## src/rtl/hs_pkg.sv

```systemverilog
package hs_pkg;
  typedef enum logic [2:0] {
    ST_OFF    = 3'd0,
    ST_RAMP   = 3'd1,
    ST_TIMING = 3'd2,
    ST_WAIT   = 3'd3,
    ST_RUN    = 3'd4
  } seq_state_e;
endpackage

```

## src/rtl/hs_host_rst_filter.sv

```systemverilog
// Deglitches the host reset: a request is raised only when the input has
// been sampled low on more than GLITCH_CYCLES consecutive edges.
module hs_host_rst_filter #(
  parameter int unsigned GLITCH_CYCLES = 5
) (
  input  logic clk,
  input  logic rst_n,
  input  logic host_rst_n_i,
  output logic reset_req_o
);
  localparam int unsigned FW = $clog2(GLITCH_CYCLES + 1);
  localparam logic [FW-1:0] LOW_MAX = FW'(GLITCH_CYCLES);

  logic [FW-1:0] low_cnt_q, low_cnt_d;
  logic          cnt_en;

  always_comb begin
    cnt_en    = host_rst_n_i || (low_cnt_q != LOW_MAX);
    low_cnt_d = host_rst_n_i ? '0 : low_cnt_q + 1'b1;
  end

  always_ff @(posedge clk or negedge rst_n) begin
    if (!rst_n)      low_cnt_q <= '0;
    else if (cnt_en) low_cnt_q <= low_cnt_d;
  end

  assign reset_req_o = !host_rst_n_i && (low_cnt_q == LOW_MAX);
endmodule

```

## src/rtl/hs_reset_timer.sv

```systemverilog
// Reset-interval counter: cleared by start, advances while run is high,
// done on the last cycle of an RST_CYCLES long interval.
module hs_reset_timer #(
  parameter int unsigned RST_CYCLES = 18_750_000
) (
  input  logic clk,
  input  logic rst_n,
  input  logic start_i,
  input  logic run_i,
  output logic done_o
);
  localparam int unsigned CW = $clog2(RST_CYCLES);
  localparam logic [CW-1:0] LAST = CW'(RST_CYCLES - 1);

  logic [CW-1:0] cnt_q, cnt_d;
  logic          cnt_en;

  assign done_o = (cnt_q == LAST);

  always_comb begin
    cnt_en = start_i || (run_i && !done_o);
    cnt_d  = start_i ? '0 : cnt_q + 1'b1;
  end

  always_ff @(posedge clk or negedge rst_n) begin
    if (!rst_n)      cnt_q <= '0;
    else if (cnt_en) cnt_q <= cnt_d;
  end
endmodule

```

## src/rtl/hs_seq_fsm.sv

```systemverilog
module hs_seq_fsm
  import hs_pkg::*;
(
  input  logic       clk,
  input  logic       rst_n,
  input  logic       supply_ok_i,
  input  logic       card_ok_i,
  input  logic       host_high_i,
  input  logic       host_req_i,
  input  logic       timer_done_i,
  output seq_state_e state_o,
  output logic       timer_start_o,
  output logic       timer_run_o
);
  seq_state_e state_q, state_d;

  always_comb begin
    state_d = state_q;
    if (!supply_ok_i) begin
      state_d = ST_OFF;
    end else begin
      case (state_q)
        ST_OFF:    state_d = ST_RAMP;
        ST_RAMP:   if (card_ok_i) state_d = ST_TIMING;
        ST_TIMING: begin
          if (!card_ok_i)        state_d = ST_RAMP;
          else if (timer_done_i) state_d = host_high_i ? ST_RUN : ST_WAIT;
        end
        ST_WAIT: begin
          if (!card_ok_i)       state_d = ST_RAMP;
          else if (host_high_i) state_d = ST_RUN;
        end
        ST_RUN: begin
          if (!card_ok_i)      state_d = ST_RAMP;
          else if (host_req_i) state_d = ST_TIMING;
        end
        default: state_d = ST_OFF;
      endcase
    end
  end

  always_ff @(posedge clk or negedge rst_n) begin
    if (!rst_n) state_q <= ST_OFF;
    else        state_q <= state_d;
  end

  assign state_o       = state_q;
  assign timer_start_o = (state_d == ST_TIMING) && (state_q != ST_TIMING);
  assign timer_run_o   = (state_q == ST_TIMING);
endmodule

```

## src/rtl/hotswap_seq_ctrl.sv

```systemverilog
module hotswap_seq_ctrl
  import hs_pkg::*;
#(
  parameter int unsigned RST_CYCLES    = 18_750_000,
  parameter int unsigned GLITCH_CYCLES = 5
) (
  input  logic clk,
  input  logic rst_n,
  input  logic host5_ok_i,
  input  logic host3_ok_i,
  input  logic card5_ok_i,
  input  logic card3_ok_i,
  input  logic bdsel_a_n_i,
  input  logic bdsel_b_n_i,
  input  logic pwr_en_i,
  input  logic host_rst_n_i,
  input  logic vsel_3v_only_i,
  input  logic oc_kill_i,
  output logic gate_en_o,
  output logic drv_on_n_o,
  output logic health_n_o,
  output logic sig_valid_n_o,
  output logic lrst_n_o,
  output logic lrst_o
);
  logic       host_good, seated_en, supply_ok, card_ok;
  logic       host_req, timer_start, timer_run, timer_done;
  seq_state_e state;

  always_comb begin
    host_good = vsel_3v_only_i ? host3_ok_i : (host3_ok_i && host5_ok_i);
    seated_en = !bdsel_a_n_i && !bdsel_b_n_i && pwr_en_i;
    supply_ok = host_good && seated_en && !oc_kill_i;
    card_ok   = card5_ok_i && card3_ok_i;
  end

  hs_host_rst_filter #(.GLITCH_CYCLES(GLITCH_CYCLES)) u_filt (
    .clk          (clk),
    .rst_n        (rst_n),
    .host_rst_n_i (host_rst_n_i),
    .reset_req_o  (host_req)
  );

  hs_reset_timer #(.RST_CYCLES(RST_CYCLES)) u_tmr (
    .clk     (clk),
    .rst_n   (rst_n),
    .start_i (timer_start),
    .run_i   (timer_run),
    .done_o  (timer_done)
  );

  hs_seq_fsm u_fsm (
    .clk           (clk),
    .rst_n         (rst_n),
    .supply_ok_i   (supply_ok),
    .card_ok_i     (card_ok),
    .host_high_i   (host_rst_n_i),
    .host_req_i    (host_req),
    .timer_done_i  (timer_done),
    .state_o       (state),
    .timer_start_o (timer_start),
    .timer_run_o   (timer_run)
  );

  always_comb begin
    gate_en_o     = (state != ST_OFF);
    drv_on_n_o    = (state == ST_OFF);
    health_n_o    = !((state == ST_TIMING) || (state == ST_WAIT) || (state == ST_RUN));
    sig_valid_n_o = (state != ST_RUN);
    lrst_n_o      = (state == ST_RUN);
    lrst_o        = (state != ST_RUN);
  end
endmodule

```

## config.mk

```make
export PLATFORM = sky130hd
export DESIGN_NAME = hotswap_seq_ctrl
export DESIGN_NICKNAME = d
export VERILOG_FILES = /design/src/rtl/hs_pkg.sv /design/src/rtl/hs_host_rst_filter.sv /design/src/rtl/hs_reset_timer.sv /design/src/rtl/hs_seq_fsm.sv /design/src/rtl/hotswap_seq_ctrl.sv
export SDC_FILE = /design/constraint.sdc
export NUM_CORES = 1
export LEC_CHECK = 0
export BUFFER_PORTS_ARGS = -buffer_cell sky130_fd_sc_hd__buf_2
export CORE_ASPECT_RATIO = 0.75
export CORE_MARGIN = 4
export CORE_UTILIZATION = 38
export CTS_CLUSTER_SIZE = 16
export DETAILED_ROUTE_END_ITERATION = 16
export PLACE_DENSITY = 0.52
export SKIP_CTS_REPAIR_TIMING = 1
export SLEW_MARGIN = 20
export SYNTH_ARGS = -nofsm -noshare
export SYNTH_HDL_FRONTEND = slang
export SYNTH_SLANG_ARGS = --single-unit
```

## constraint.sdc

```tcl
create_clock -name clk -period 5.5 [get_ports clk]
set_input_delay 0.55 -clock clk [delete_from_list [all_inputs] [get_ports clk]]
set_output_delay 0.55 -clock clk [all_outputs]
set_load 0.03 [all_outputs]
```

==> results of run 1 <==
report_power, final:
group          total [W]  switching (W)  internal [W]  leakage, nW
Sequential      0.000243     0.00000812      0.000235        0.303
Combinational  0.0000477      0.0000308     0.0000168        0.415
Clock           0.000173      0.0000846     0.0000887       0.0422
Total           0.000464       0.000124      0.000340        0.760
kinds of logic after synthesis:
family / share of synthesized area
simple gates: 0.2906
buf+inv: 0.04416
compound gates: 0.1125
fa+ha+maj: 0.02137
flops: 0.4416
xor+xnor: 0.08975
flip-flops by register name (all words and copies together) (netlist names):
name              flops
u_filt.low_cnt_q      3
u_tmr.cnt_q          25
u_fsm.state_o         3
stage by stage:
| stage | hold WS (ns) | instances | instance area (sq um) |
|---|---|---|---|
| after global placement | 0.5163 | 261 | 1886 |
| after detailed placement | 0.5383 | 261 | 1886 |
| after global routing | 0.3770 | 269 | 1967 |
| final | 0.3093 | 269 | 1967 |
| after CTS | 0.3454 | 269 | 1967 |
| after floorplan | 0.2544 | 193 | 1757 |
synthesized netlist by cell type (2+ instances only):
cell | instances | share of area
nand2_1 | 11 | 0.024
nor3b_1 | 2 | 0.0085
nor3_1 | 4 | 0.011
buf_2 | 2 | 0.0057
o2111ai_1 | 2 | 0.010
dfrtp_1 | 31 | 0.44
inv_1 | 10 | 0.021
a21oi_1 | 6 | 0.017
nor4_2 | 2 | 0.014
o21ai_0 | 7 | 0.020
nor4_1 | 3 | 0.011
and4_1 | 2 | 0.010
clkbuf_1 | 3 | 0.0064
o211ai_1 | 6 | 0.026
ha_1 | 3 | 0.021
nand3_1 | 15 | 0.043
nand4_1 | 10 | 0.036
nor2_1 | 30 | 0.064
or3_1 | 2 | 0.0071
xnor2_1 | 3 | 0.015
xor2_1 | 15 | 0.075
and3_1 | 4 | 0.014
o31ai_1 | 4 | 0.017
cell type report:
| type | instances | area, sq um | share of cell area |
|---|---|---|---|
| inverter | 10 | 37.54 | 0.01908 |
| sequential | 31 | 775.7 | 0.3944 |
| timing repair buffer | 18 | 92.59 | 0.04707 |
| tap | 57 | 71.32 | 0.03626 |
| multi-input combinational | 145 | 908.4 | 0.4618 |
| clock buffer | 7 | 76.32 | 0.03880 |
| clock inverter | 1 | 5.005 | 0.002545 |
critical path: cells and delay by family (launching register included):
kind	cells	cell delay [ns]
compound gates	2	0.59
simple gates	2	1.22
flops	1	0.48
routing by layer:
| metal | vias up | track usage | part of all wire |
|---|---|---|---|
| li1 | 731 | - | - |
| met1 | 725 | 0.2327 | 0.53 |
| met2 | 44 | 0.2042 | 0.41 |
| met3 | 2 | 0.04079 | 0.056 |
| met4 | 0 | 0.04669 | 0.0058 |
| met5 | - | 0 | 0 |
worst max path at each step:
stage | start | cells after the start | slack [ns] | end
after floorplan | u_fsm.state_o[0] | 5 | 3.08 | sig_valid_n_o
after global placement | u_fsm.state_o[2] | 4 | 3.09 | u_tmr.cnt_q[9]
after global routing | u_fsm.state_o[2] | 4 | 2.98 | u_tmr.cnt_q[9]
after CTS | u_fsm.state_o[2] | 4 | 2.95 | u_tmr.cnt_q[9]
after detailed placement | u_fsm.state_o[2] | 4 | 2.97 | u_tmr.cnt_q[9]
final | u_fsm.state_o[2] | 4 | 3.13 | u_tmr.cnt_q[9]
==> results.toml, run 1 <==
[drt]
wl_mm = 3.988
initialDrtViolationCount = 115
viasPerCell = 5.584
antenna_left = 0
num_vias = 1502
drc = 0
dr.pass1.iters = 4
wl_per_cell_um = 14.83

[logic_synthesis]
synthesis.area_sq_mm = 0.001757
ys_seq_elements = 31
avgSynthCellArea_sq_um = 9.102
ys_types = 39
synth_edf_count = 0
yosysSeqAreaShare = 0.4416
synthFlopType = "dfrtp_1"
synth-warning-count = 0
synthCells = 193
synthesis.nets = 208
synthArstFlopShare = 1.000

[global_route]
grt_pass1_wl_mm = 6.727
grt_max_degree = 32
grt_usage = 0.1527
grt_pass1_vias = 1328
grt.overflow.total = 0
antenna_found_initial = 0

[sta]
rsz0062_at_grt = "no"
finClkSkew_ns = 0.008439
setup_viol = 0
fin_crit_ns = 2.367
relSlewSlack = 0.5043
maxSlewViolCount = 0
finalSetupTns_ns = 0
worst_slack_ns = 3.133
tightest_slew_ns = 0.7374
fmax_ghz = 0.4225
min_period_over_period = 0.4304
hold_violations = 0

[setup_path]
cp_slowest_stage_delay_ns = 0.63
crit_required_ns = 5.70
cp_max_fo = 11
crit_chain = "nor3b_1 > o21ai_1 > or4_1 > a21oi_1"
reg2reg_slack_ns = 3.13
critPathKind = "reg2reg"
crit_arrival_ns = 2.57
worstReg2RegStart = "u_fsm.state_o[2]"
crit_slowest_cell = "nor3b_1"
worstRegToRegCells = 4
crit_path_start_kind = "flop"
cp-end-kind = "flop"
reg2reg_to = "u_tmr.cnt_q[9]"

[clock_network]
htreeDepth = 2
cts_tree = "built"
cts-root-buf = "clkbuf_8"
numCtsBuffers = 5
cts_sinks = 31
clk_latency_ns = 0.28
clockBufferDepth = 2
clkTransAtPathRegs_ns = 0.07

[cells_and_area]
final_core_util = 0.4403
drive_above_1_share = 0.1509
layout_commonest_cell = "dfrtp_1"
final_cell_mix = "31 x dfrtp_1, 30 x nor2_1, 17 x buf_2, 15 x nand3_1, 15 x xor2_1"
area_growth_pct = 11.97
n_antenna_cell = 0
fillers = 460
fin_nets = 226

[floorplanning]
num_rows = 21
start_util = 0.3933
fp.dieArea_sq_mm = 0.005786
core-area_sq_mm = 0.004467
dieWidth_um = 86.51
io_pins = 18
die-height_um = 66.88

[place]
dpl.hpwl_mm = 2.908
pre_cts_slack_ns = 2.972
gp_congestion = 0.8662
portBuffers = 17

[job]
maxCapViolCount = 0

[pwr]
power_w = 0.0004640
power.density_mw_per_mm2 = 235.9
ir_drop_v = 0.0001005
leakage_nw = 0.7601

[run_status]
status = "finished, final reports clean"

[min_path]
hold_class = "in2async"
Power figures use the tool's default switching activity.
==> run 2, diff against run 1 <==
- PLACE_DENSITY: 0.52 -> 0.55
- clock period: 5.5 -> 2 ns (I/O delays scaled with it)
==> run 2 against run 1 <==
The run now ends with hold timing left. Non-clock buffer count rose by 11. Global-route usage shrank 0.51 points. Setup slack worse by 3.0 ns. Worst hold slack got worse by 0.34 ns. Combinational power rose to 3.4 times the previous value. Sequential share of layout area decreased by 2.3 points. Utilization is 2.8 points higher. Wire length grew 2.4%.
==> results.toml, run 2 (synthesis gave the netlist of run 1 again) <==
[pwr]
switchingPower_w = 0.0003386
power_frac_comb = 0.118
power.density_mw_per_mm2 = 653.4
leakage_nw = 0.8259
intPower_w = 0.001028
switching_share = 0.2478
pwr-share-clk = 0.394
ir_drop_v = 0.0003633
power_w = 0.001366
pwr-share-seq = 0.488

[setup_path]
reg2reg_slack_ns = 0.12
crit_required_ns = 2.16
crit_path_start_kind = "flop"
cp-end-kind = "flop"
reg2reg_to = "u_tmr.cnt_q[4]"
worstRegToRegCells = 5
critPathKind = "reg2reg"
worstReg2RegStart = "u_fsm.state_o[1]"
cp_max_fo = 8
crit_arrival_ns = 2.05

[sta]
relSlewSlack = 0.5203
finalSetupTns_ns = 0
fin_hold_ws_ns = -0.03023
min_period_over_period = 0.9421
rsz0062_at_grt = "no"
maxSlewViolCount = 0
setup_viol = 0
finClkSkew_ns = 0.005336
fmax_ghz = 0.5307
worst_slack_ns = 0.1159
fin_crit_ns = 1.884
tightest_slew_ns = 0.7195
hold_violations = 31

[clock_network]
cts_tree = "built"
htreeDepth = 2
cts-root-buf = "clkbuf_8"
clk_latency_ns = 0.28
clockBufferDepth = 2
numCtsBuffers = 5
clkTransAtPathRegs_ns = 0.06
cts_sinks = 31

[global_route]
grt_max_degree = 32
grt_pass1_vias = 1368
antenna_found_initial = 0
grt_usage = 0.1476
grt.overflow.total = 0
grt_pass1_wl_mm = 6.555

[cells_and_area]
multi_input_area_sq_um = 918.4
final-seq-area_sq_um = 775.7
largest_reg_flops = 25
final_cell_mix = "31 x dfrtp_1, 29 x nor2_1, 17 x buf_2, 15 x nand3_1, 15 x xor2_1"
top_register = "u_tmr.cnt_q"
area_growth_pct = 19.02
drive_above_1_share = 0.2063
fillers = 456
fin_nets = 237
fin_cells = 280
n_antenna_cell = 0
layout_commonest_cell = "dfrtp_1"

[place]
pre_cts_slack_ns = 0.08131
dpl.hpwl_mm = 2.997
portBuffers = 17
dp.cells = 272
gp_congestion = 0.8068

[drt]
viasPerCell = 5.425
antenna_left = 0
drc = 0
initialDrtViolationCount = 87
wl_mm = 4.083
wl_per_cell_um = 14.58
num_vias = 1519
dr.pass1.iters = 5

[run_status]
status = "finished, violations left"
violations = "hold timing"

[floorplanning]
io_pins = 18
fp.dieArea_sq_mm = 0.005786
core-area_sq_mm = 0.004467
dieWidth_um = 86.51
num_rows = 21
die-height_um = 66.88
start_util = 0.3933

[min_path]
hold_class = "in2async"

[job]
maxCapViolCount = 0
==> run 2: cell count changes in the layout (fill, tap and decap cells not counted), sizes merged <==
| cell | change |
|---|---|
| clkinv | -1 |
| buf | +11 |
| clkbuf | +1 |
==> run 2: per-stage QoR <==
stage | cell area (sq um) | util | hold WS [ns]
finish | 2091 | 0.4681 | -0.03023
global route | 2091 | 0.4681 | 0.02680
floorplan | 1759 | - | -0.09559
detailed placement | 1983 | 0.4440 | 0.2939
CTS | 2083 | 0.4664 | -0.005698
global placement | 1983 | 0.4440 | 0.2917
==> run 2: power by group through the flow <==
stage	clock network [W]	logic, W	registers (W)
after global routing	0.000579	0.000182	0.000669
after floorplan	0	0.0000861	0.000672
final	0.000538	0.000161	0.000667
after CTS	0.000553	0.000161	0.000666
after global placement	0	0.000154	0.000677
after detailed placement	0	0.000160	0.000678
==> run 2: area by class of cell <==
class | instances | share of cell area
clock buffers | 8 | 0.04788
inverters | 10 | 0.01795
multi-input cells | 145 | 0.4393
flip-flops and latches | 31 | 0.3710
well taps | 57 | 0.03411
repair buffers | 29 | 0.08977
==> run 2: metal layers <==
| metal | track usage | vias to the layer above | share of wire |
|---|---|---|---|
| li1 | - | 751 | - |
| met4 | 0.04475 | 0 | 0.011 |
| met5 | 0 | - | 0 |
| met1 | 0.2101 | 736 | 0.51 |
| met3 | 0.03708 | 7 | 0.036 |
| met2 | 0.2185 | 25 | 0.44 |
==> run 2: worst max-delay path, cell delays in order, from the launching register on <==
cell	delay, ns
dfrtp_1	0.45
or4b_2	0.70
o32ai_2	0.17
nand4_1	0.20
o211ai_1	0.15
o31ai_1	0.09
==> run 2: how the worst max path moves through the flow <==
stage,to,slack [ns],cells after the start,start
after floorplan,u_tmr.cnt_q[24],0.11,6,u_fsm.state_o[2]
after global placement,u_tmr.cnt_q[2],0.12,5,u_fsm.state_o[1]
after detailed placement,u_tmr.cnt_q[2],0.08,5,u_fsm.state_o[1]
after CTS,u_tmr.cnt_q[4],0.09,5,u_fsm.state_o[1]
after global routing,u_tmr.cnt_q[2],0.006,5,u_fsm.state_o[1]
final,u_tmr.cnt_q[4],0.12,5,u_fsm.state_o[1]
==> run 3, diff against run 2 <==
- RECOVER_POWER: not set -> 25
==> run 3 against run 2 <==
The flow finishes with violations (capacitance limit, slew limit). Utilization is essentially flat. Critical path depth is the same. Clock skew is the same. Combinational power is essentially flat. Critical endpoint unchanged. Clock power is essentially flat. First-iteration DRC count grew 4.6%. Fmax is the same. Largest cell class unchanged. Final cell count is the same.
==> results.toml, run 3 (synthesis gave the netlist of run 1 again) <==
[pwr]
switching_share = 0.2479
ir_drop_v = 0.0003633
leakage_nw = 0.8231
pwr-share-clk = 0.394
power_frac_comb = 0.118
pwr-share-seq = 0.488
power.density_mw_per_mm2 = 653.7
intPower_w = 0.001027
switchingPower_w = 0.0003386
power_w = 0.001366

[floorplanning]
dieWidth_um = 86.51
num_rows = 21
core-area_sq_mm = 0.004467
die-height_um = 66.88
fp.dieArea_sq_mm = 0.005786
io_pins = 18
start_util = 0.3933

[cells_and_area]
largest_reg_flops = 25
area_growth_pct = 18.95
layout_commonest_cell = "dfrtp_1"
drive_above_1_share = 0.2018
final_cell_mix = "31 x dfrtp_1, 29 x nor2_1, 16 x buf_2, 15 x nand3_1, 15 x xor2_1"
final_core_util = 0.4678
top_register = "u_tmr.cnt_q"
fin_nets = 237
n_antenna_cell = 0

[place]
dpl.hpwl_mm = 2.997
pre_cts_slack_ns = 0.08131
portBuffers = 17
gp_congestion = 0.8068

[global_route]
grt.overflow.total = 0
antenna_found_initial = 0
grt_pass1_vias = 1368
grt_usage = 0.1476
grt_pass1_wl_mm = 6.555
grt_max_degree = 32

[drt]
antenna_left = 0
viasPerCell = 5.421
wl_per_cell_um = 14.57
wl_mm = 4.080
drc = 0
dr.pass1.iters = 5
num_vias = 1518
initialDrtViolationCount = 91

[sta]
rsz0062_at_grt = "no"
fin_crit_ns = 1.884
finClkSkew_ns = 0.005336
worst_slack_ns = 0.1159
hold_violations = 0
finalSetupTns_ns = 0
maxSlewViolCount = 32
tightest_slew_ns = 1.719
relSlewSlack = -0.1461
fmax_ghz = 0.5307
min_period_over_period = 0.9421
setup_viol = 0

[clock_network]
htreeDepth = 2
cts-root-buf = "clkbuf_8"
numCtsBuffers = 5
clkTransAtPathRegs_ns = 0.06
cts_sinks = 31
cts_tree = "built"
clk_latency_ns = 0.28
clockBufferDepth = 2

[min_path]
hold_class = "in2reg"
hold_end = "u_fsm.state_o[0]"
holdPathStages = 2
min-delay-start = "card3_ok_i"

[setup_path]
crit_arrival_ns = 2.05
cp-startpoint = "u_fsm.state_o[1]"
reg2reg_to = "u_tmr.cnt_q[4]"
cp_max_fo = 8
crit_slowest_cell = "or4b_2"
crit_path_start_kind = "flop"
reg2reg_slack_ns = 0.12
crit_required_ns = 2.16
cp-end-kind = "flop"
worstRegToRegCells = 5
worstReg2RegStart = "u_fsm.state_o[1]"
crit_chain = "or4b_2 > o32ai_2 > nand4_1 > o211ai_1 > o31ai_1"
cp_slowest_stage_delay_ns = 0.70
critPathKind = "reg2reg"

[run_status]
violations = "capacitance limit, slew limit"
status = "finished, violations left"

[job]
maxCapViolCount = 1
==> run 3: critical path, delay by kind of cell, from the launching register on <==
kind | cells | cell delay (ns)
compound gates | 3 | 0.41
flops | 1 | 0.45
simple gates | 2 | 0.90
==> run 3: final cells by class <==
cell class | instances | area, sq um
inverters | 10 | 37.54
flip-flops and latches | 31 | 775.7
fillers | 457 | 2377
multi-input cells | 145 | 918.4
clock buffers | 8 | 100.1
well taps | 57 | 71.32
repair buffers | 29 | 186.4
==> run 3: power groups by stage <==
stage / combinational [W] / sequential, W / clock, W
2_1_floorplan: 0.0000861 / 0.000672 / 0
3_3_place_gp: 0.000154 / 0.000677 / 0
3_5_place_dp: 0.000160 / 0.000678 / 0
4_1_cts: 0.000161 / 0.000666 / 0.000553
5_1_grt: 0.000182 / 0.000669 / 0.000579
6_report: 0.000161 / 0.000667 / 0.000538
==> run 3: worst max path at each step <==
| stage | endpoint | slack (ns) | cells after the start |
|---|---|---|---|
| 2_1_floorplan | u_tmr.cnt_q[24] | 0.11 | 6 |
| 3_3_place_gp | u_tmr.cnt_q[2] | 0.12 | 5 |
| 3_5_place_dp | u_tmr.cnt_q[2] | 0.08 | 5 |
| 6_report | u_tmr.cnt_q[4] | 0.12 | 5 |
| 4_1_cts | u_tmr.cnt_q[4] | 0.09 | 5 |
| 5_1_grt | u_tmr.cnt_q[2] | 0.006 | 5 |
==> run 3: metal layers <==
metal	routed length (um)	vias up	global-route usage
li1	-	751	-
met1	2099	735	0.2101
met2	1789	25	0.2185
met3	147	7	0.03708
met4	43	0	0.04475
met5	0	-	0
==> run 3: metrics by stage <==
step	std cells	area, sq um	hold slack, ns
after CTS	280	2083	-0.005698
final	280	2090	0.1368
after global placement	272	1983	0.2917
after global routing	280	2090	0.1482
after detailed placement	272	1983	0.2939
after floorplan	193	1759	-0.09559
